===== config.mk =====
export PLATFORM = sky130hd
export DESIGN_NAME = frame_demap
export DESIGN_NICKNAME = d
export VERILOG_FILES = /design/src/rtl/demap_pkg.sv /design/src/rtl/demap_sample_slicer.sv /design/src/rtl/demap_ctrl_router.sv /design/src/rtl/demap_stat_merge.sv /design/src/rtl/frame_demap.sv
export SDC_FILE = /design/constraint.sdc
export NUM_CORES = 1
export LEC_CHECK = 0
export BUFFER_PORTS_ARGS = -buffer_cell sky130_fd_sc_hd__buf_2
export CAP_MARGIN = 10
export CORE_MARGIN = 2
export CORE_UTILIZATION = 30
export CTS_CLUSTER_SIZE = 20
export DETAILED_ROUTE_END_ITERATION = 8
export PLACE_DENSITY_LB_ADDON = 0.3
export SLEW_MARGIN = 25
export SYNTH_ARGS = -nofsm -noshare
export SYNTH_HDL_FRONTEND = slang
export SYNTH_SLANG_ARGS = --single-unit

===== constraint.sdc =====
create_clock -name clk_i -period 1 [get_ports clk_i]
set_clock_uncertainty 0.05 [all_clocks]
set_input_delay 0.15 -clock clk_i [delete_from_list [all_inputs] [get_ports clk_i]]
set_output_delay 0.15 -clock clk_i [all_outputs]
set_load 0.02 [all_outputs]

===== src/rtl/demap_pkg.sv =====
package demap_pkg;
  localparam int unsigned OCT_W = 8;

  // bits per control word, rounded up when the words do not divide evenly
  function automatic int unsigned ctrl_word_w(input int unsigned bits, input int unsigned words);
    return (bits + words - 1) / words;
  endfunction
endpackage


===== src/rtl/demap_sample_slicer.sv =====
module demap_sample_slicer #(
  parameter int unsigned SLOTS = 4,
  parameter int unsigned SMP_W = 4,
  localparam int unsigned REG_W = SLOTS * SMP_W
) (
  input  logic [REG_W-1:0] region_i,
  output logic [REG_W-1:0] smp_o
);
  for (genvar j = 0; j < SLOTS; j++) begin : g_slot
    // slot 0 sits in the most significant field
    assign smp_o[j*SMP_W +: SMP_W] = region_i[REG_W-1-j*SMP_W -: SMP_W];
  end
endmodule


===== src/rtl/demap_ctrl_router.sv =====
module demap_ctrl_router #(
  parameter int unsigned SLOTS  = 4,
  parameter int unsigned CS     = 1,
  parameter int unsigned REG_W  = 4,
  localparam int unsigned USE_W = SLOTS * CS,
  localparam int unsigned PAD_W = REG_W - USE_W
) (
  input  logic [REG_W-1:0] region_i,
  output logic [USE_W-1:0] ctrl_o
);
  for (genvar j = 0; j < SLOTS; j++) begin : g_slot
    for (genvar k = 0; k < CS; k++) begin : g_bit
      assign ctrl_o[j*CS + k] = region_i[REG_W-1-j*CS-k];
    end
  end

  if (PAD_W > 0) begin : g_pad
    logic unused_pad;
    assign unused_pad = ^region_i[PAD_W-1:0];
  end
endmodule


===== src/rtl/demap_stat_merge.sv =====
module demap_stat_merge #(
  parameter int unsigned LANES  = 1,
  parameter int unsigned STAT_W = 8
) (
  input  logic [LANES*STAT_W-1:0] stat_i,
  output logic [STAT_W-1:0]       stat_o
);
  logic [STAT_W-1:0] acc [LANES+1];
  assign acc[0] = '0;
  for (genvar l = 0; l < LANES; l++) begin : g_lane
    assign acc[l+1] = acc[l] | stat_i[l*STAT_W +: STAT_W];
  end
  assign stat_o = acc[LANES];
endmodule


===== src/rtl/frame_demap.sv =====
module frame_demap #(
  parameter int unsigned NUM_CONV     = 4,
  parameter int unsigned SMP_PER_CONV = 1,
  parameter int unsigned LANES        = 1,
  parameter int unsigned OCTS         = 3,
  parameter int unsigned SMP_W        = 4,
  parameter int unsigned CTRL_PER_SMP = 1,
  parameter int unsigned CTRL_WORDS   = 1,
  parameter int unsigned STAT_W       = 8,
  localparam int unsigned FRM_W  = LANES * OCTS * demap_pkg::OCT_W,
  localparam int unsigned SLOTS  = NUM_CONV * SMP_PER_CONV,
  localparam int unsigned SMP_TOT = SLOTS * SMP_W,
  localparam int unsigned CBITS  = SLOTS * CTRL_PER_SMP,
  localparam int unsigned CW_W   = demap_pkg::ctrl_word_w(CBITS, CTRL_WORDS),
  localparam int unsigned CREG_W = CW_W * CTRL_WORDS,
  localparam int unsigned TAIL_W = FRM_W - SMP_TOT - CREG_W
) (
  input  logic                      clk_i,
  input  logic                      rst_ni,
  input  logic [FRM_W-1:0]          lane_data_i,
  input  logic [LANES*STAT_W-1:0]   lane_stat_i,
  output logic [SMP_TOT-1:0]        smp_data_o,
  output logic [CBITS-1:0]          smp_ctrl_o,
  output logic [STAT_W-1:0]         frm_stat_o
);
  initial assert (FRM_W >= SMP_TOT + CREG_W)
    else $error("frame too narrow for samples and control words");

  logic [SMP_TOT-1:0] smp_region, smp_nxt;
  logic [CREG_W-1:0]  ctrl_region;
  logic [CBITS-1:0]   ctrl_nxt;
  logic [STAT_W-1:0]  stat_nxt;

  assign smp_region  = lane_data_i[FRM_W-1 -: SMP_TOT];
  assign ctrl_region = lane_data_i[FRM_W-1-SMP_TOT -: CREG_W];

  if (TAIL_W > 0) begin : g_tail
    logic unused_tail;
    assign unused_tail = ^lane_data_i[TAIL_W-1:0];
  end

  demap_sample_slicer #(.SLOTS(SLOTS), .SMP_W(SMP_W)) i_slicer (
    .region_i (smp_region),
    .smp_o    (smp_nxt)
  );

  demap_ctrl_router #(.SLOTS(SLOTS), .CS(CTRL_PER_SMP), .REG_W(CREG_W)) i_router (
    .region_i (ctrl_region),
    .ctrl_o   (ctrl_nxt)
  );

  demap_stat_merge #(.LANES(LANES), .STAT_W(STAT_W)) i_merge (
    .stat_i (lane_stat_i),
    .stat_o (stat_nxt)
  );

  always_ff @(posedge clk_i or negedge rst_ni) begin
    if (!rst_ni) begin
      smp_data_o <= '0;
      smp_ctrl_o <= '0;
      frm_stat_o <= '0;
    end else begin
      smp_data_o <= smp_nxt;
      smp_ctrl_o <= ctrl_nxt;
      frm_stat_o <= stat_nxt;
    end
  end

  // slot 0 mirrors the top frame field of the previous edge
  p_slot0_lat_r2: assert property (@(posedge clk_i) disable iff (!rst_ni)
    $past(rst_ni) |-> smp_data_o[SMP_W-1:0] == $past(lane_data_i[FRM_W-1 -: SMP_W]));

  // first control bit comes from just below the sample data
  p_ctrl0_lat_r3: assert property (@(posedge clk_i) disable iff (!rst_ni)
    $past(rst_ni) |-> smp_ctrl_o[0] == $past(lane_data_i[FRM_W-1-SMP_TOT]));

  // every status bit of lane 0 reaches the merged output
  p_stat_cover_r6: assert property (@(posedge clk_i) disable iff (!rst_ni)
    $past(rst_ni) |-> ($past(lane_stat_i[STAT_W-1:0]) & ~frm_stat_o) == '0);

  // frames equal outside the tail leave the outputs unchanged
  p_tail_ignored_r4: assert property (@(posedge clk_i) disable iff (!rst_ni)
    ($past(rst_ni) && $past(rst_ni, 2) &&
     $past(lane_data_i[FRM_W-1 -: SMP_TOT+CREG_W]) == $past(lane_data_i[FRM_W-1 -: SMP_TOT+CREG_W], 2))
    |-> ($stable(smp_data_o) && $stable(smp_ctrl_o)));
endmodule


==> impl_metrics.env <==
export IMPL_required_ns=0.80
export IMPL_yosysWarnings=0
export IMPL_core_area_um2=2210
export IMPL_rsz0062_at_grt="yes"
export IMPL_tns_ns=-0.927
export IMPL_detail_route_antenna_nets=0
export IMPL_rows=17
export IMPL_fin_crit_ns=1.05
export IMPL_start_kind="register"
export IMPL_failed_checks="negative setup slack"
export IMPL_nFillCells=145
export IMPL_post_route_drc_count=0
export IMPL_die_area_um2=2740
export IMPL_overflow=0
export IMPL_clockBufferDepth=2
export IMPL_endpoint_kind="output port"
export IMPL_finalNetCount=154
export IMPL_via_per_inst=3.97
export IMPL_fp_dieH_um=52.3
export IMPL_p_seq_frac=0.604
export IMPL_io_pins=62
export IMPL_start_util=0.317
export IMPL_slowest_delay_ns=0.41
export IMPL_yosysUniqueCellTypes=1
export IMPL_sw_frac_of_total=0.226
export IMPL_switchingPower_mw=0.456
export IMPL_drt_iter0_markers=2
export IMPL_crit_fanout=1
export IMPL_p_int_mw=1.56
export IMPL_finalCoreUtilization=0.691
export IMPL_synth_cells=28
export IMPL_cts_tree="yes"
export IMPL_crit_slowest_cell="dfrtp_1"
export IMPL_critPathTopFamily="flip-flops"
export IMPL_arrival_ns=0.85
export IMPL_dr_pass1_iters=2
export IMPL_cap_viol_max_count=0
export IMPL_p_per_area_nw_per_um2=1320
export IMPL_period_share=1.05
export IMPL_ir_drop_uv=955
export IMPL_vias=580
export IMPL_antenna_cells=0
export IMPL_setup_viol=28
export IMPL_die_x_um=52.3
export IMPL_multi_input_area_um2=0
export IMPL_hold_class="in -> async"
export IMPL_postSynthAreaPerCell_um2=25.0
export IMPL_ys_ff_latch=28
export IMPL_pwr_share_comb=0.186
export IMPL_startpoint="smp_data_o[10]"
export IMPL_grt_antenna_before_repair=0
export IMPL_ctsRootBufferMaster="clkbuf_4"
export IMPL_finalWirelength_mm=1.68
export IMPL_htreeDepth=1
export IMPL_worst_pin_slew_ns=0.280
export IMPL_drive_gt1_frac=0.517
export IMPL_path_buf_inv=1
export IMPL_area_delta_synth_final_pct=118
export IMPL_synth_nets=62
export IMPL_ys_seq_area_frac=1.00
export IMPL_path_clk_slew_ns=0.13
export IMPL_crit_type="reg -> out"
export IMPL_track_usage=0.148
export IMPL_grt_start_max_net_pins=18
export IMPL_maxSlewHeadroom=0.813
export IMPL_p_clk_frac=0.210
export IMPL_routabilityCongestion=0.626
export IMPL_grt_pass1_vias=661
export IMPL_leakage_nw=0.754
export IMPL_nMultiInputCombCells=0
export IMPL_max_freq_mhz=951
export IMPL_wl_per_cell_um=11.5
export IMPL_hold_viol_final=0
export IMPL_io_buffers=57
export IMPL_slew_viol_final=0
export IMPL_clock_sinks=28
export IMPL_outcome="finished with violations"
export IMPL_grt_pass1_wl_mm=2.79
export IMPL_synth_cell_area_um2=701
export IMPL_numCtsBuffers=3
export IMPL_crit_chain="buf_6"
export IMPL_layout_common_cells="29 x dlygate4sd3_1, 29 x buf_2, 28 x dfrtp_1, 28 x buf_6, 3 x clkbuf_4"
export IMPL_postCtsSetupRepairBufs=0
export IMPL_fin_ws_ns=-0.0514
==> stage by stage <==
step / hold slack, ns / total power [mW] / cells / setup WS [ns] / area (µm²)
5_1_grt: 0.184 / 2.12 / 146 / -0.107 / 1530
3_5_place_dp: -0.00592 / 1.44 / 114 / 0.293 / 1040
6_report: 0.181 / 2.01 / 146 / -0.0514 / 1530
3_3_place_gp: -0.00679 / 1.44 / 114 / 0.308 / 1040
2_1_floorplan: -0.196 / 1.30 / 28 / 0.384 / 701
4_1_cts: 0.174 / 2.05 / 146 / -0.0725 / 1530
==> registers in the layout, indices dropped and copies added (netlist names) <==
| signal | cells |
|---|---|
| smp_ctrl_o | 4 |
| frm_stat_o | 8 |
| smp_data_o | 16 |
==> power groups by stage <==
stage	Sequential [mW]	Combinational [mW]	Clock, mW
CTS	1.22	0.376	0.460
finish	1.22	0.374	0.422
floorplan	1.30	0	0
global placement	1.22	0.218	0
detailed placement	1.22	0.221	0
global route	1.22	0.402	0.497
==> cell families (layout without fill, tap and decap cells) <==
group,count (synthesis),after routing,synth area share
buffers and inverters,0,90,0
DFF,28,28,1.00
==> synth_stat cells (all sizes together) <==
| master | instances | share of area |
|---|---|---|
| dfrtp | 28 | 1.0 |
==> timing repair <==
item / CTS / global route
gates cloned: 0 / 0
resized for setup: 56 / 0
endpoints found under the setup margin: 28 / 28
pin swaps: 0 / 0
hold endpoints to repair: 56 / 0
hold buffers: 29 / 0
==> worst max-delay path by stage <==
stage / slack [ns] / endpoint / cells after the start
floorplan: 0.38 / frm_stat_o[0] / 0
global placement: 0.31 / smp_data_o[6] / 1
detailed placement: 0.29 / smp_data_o[2] / 1
CTS: -0.07 / smp_data_o[2] / 1
global route: -0.11 / smp_data_o[10] / 1
finish: -0.05 / smp_data_o[10] / 1
==> routing by layer <==
metal,GRT usage,vias to the layer above,share of wire
met2,0.292,33,0.60
met5,0,-,0
met3,0.0543,2,0.096
met4,0.0641,0,0.0065
met1,0.128,279,0.30
li1,-,266,-
==> area by class of cell <==
| type | count | area, µm² | area share |
|---|---|---|---|
| timing repair buffer | 87 | 771 | 0.504 |
| sequential | 28 | 701 | 0.458 |
| clock buffer | 3 | 22.5 | 0.0147 |
| tap | 28 | 35.0 | 0.0229 |
No activity file was read; power rests on OpenSTA's default activity.
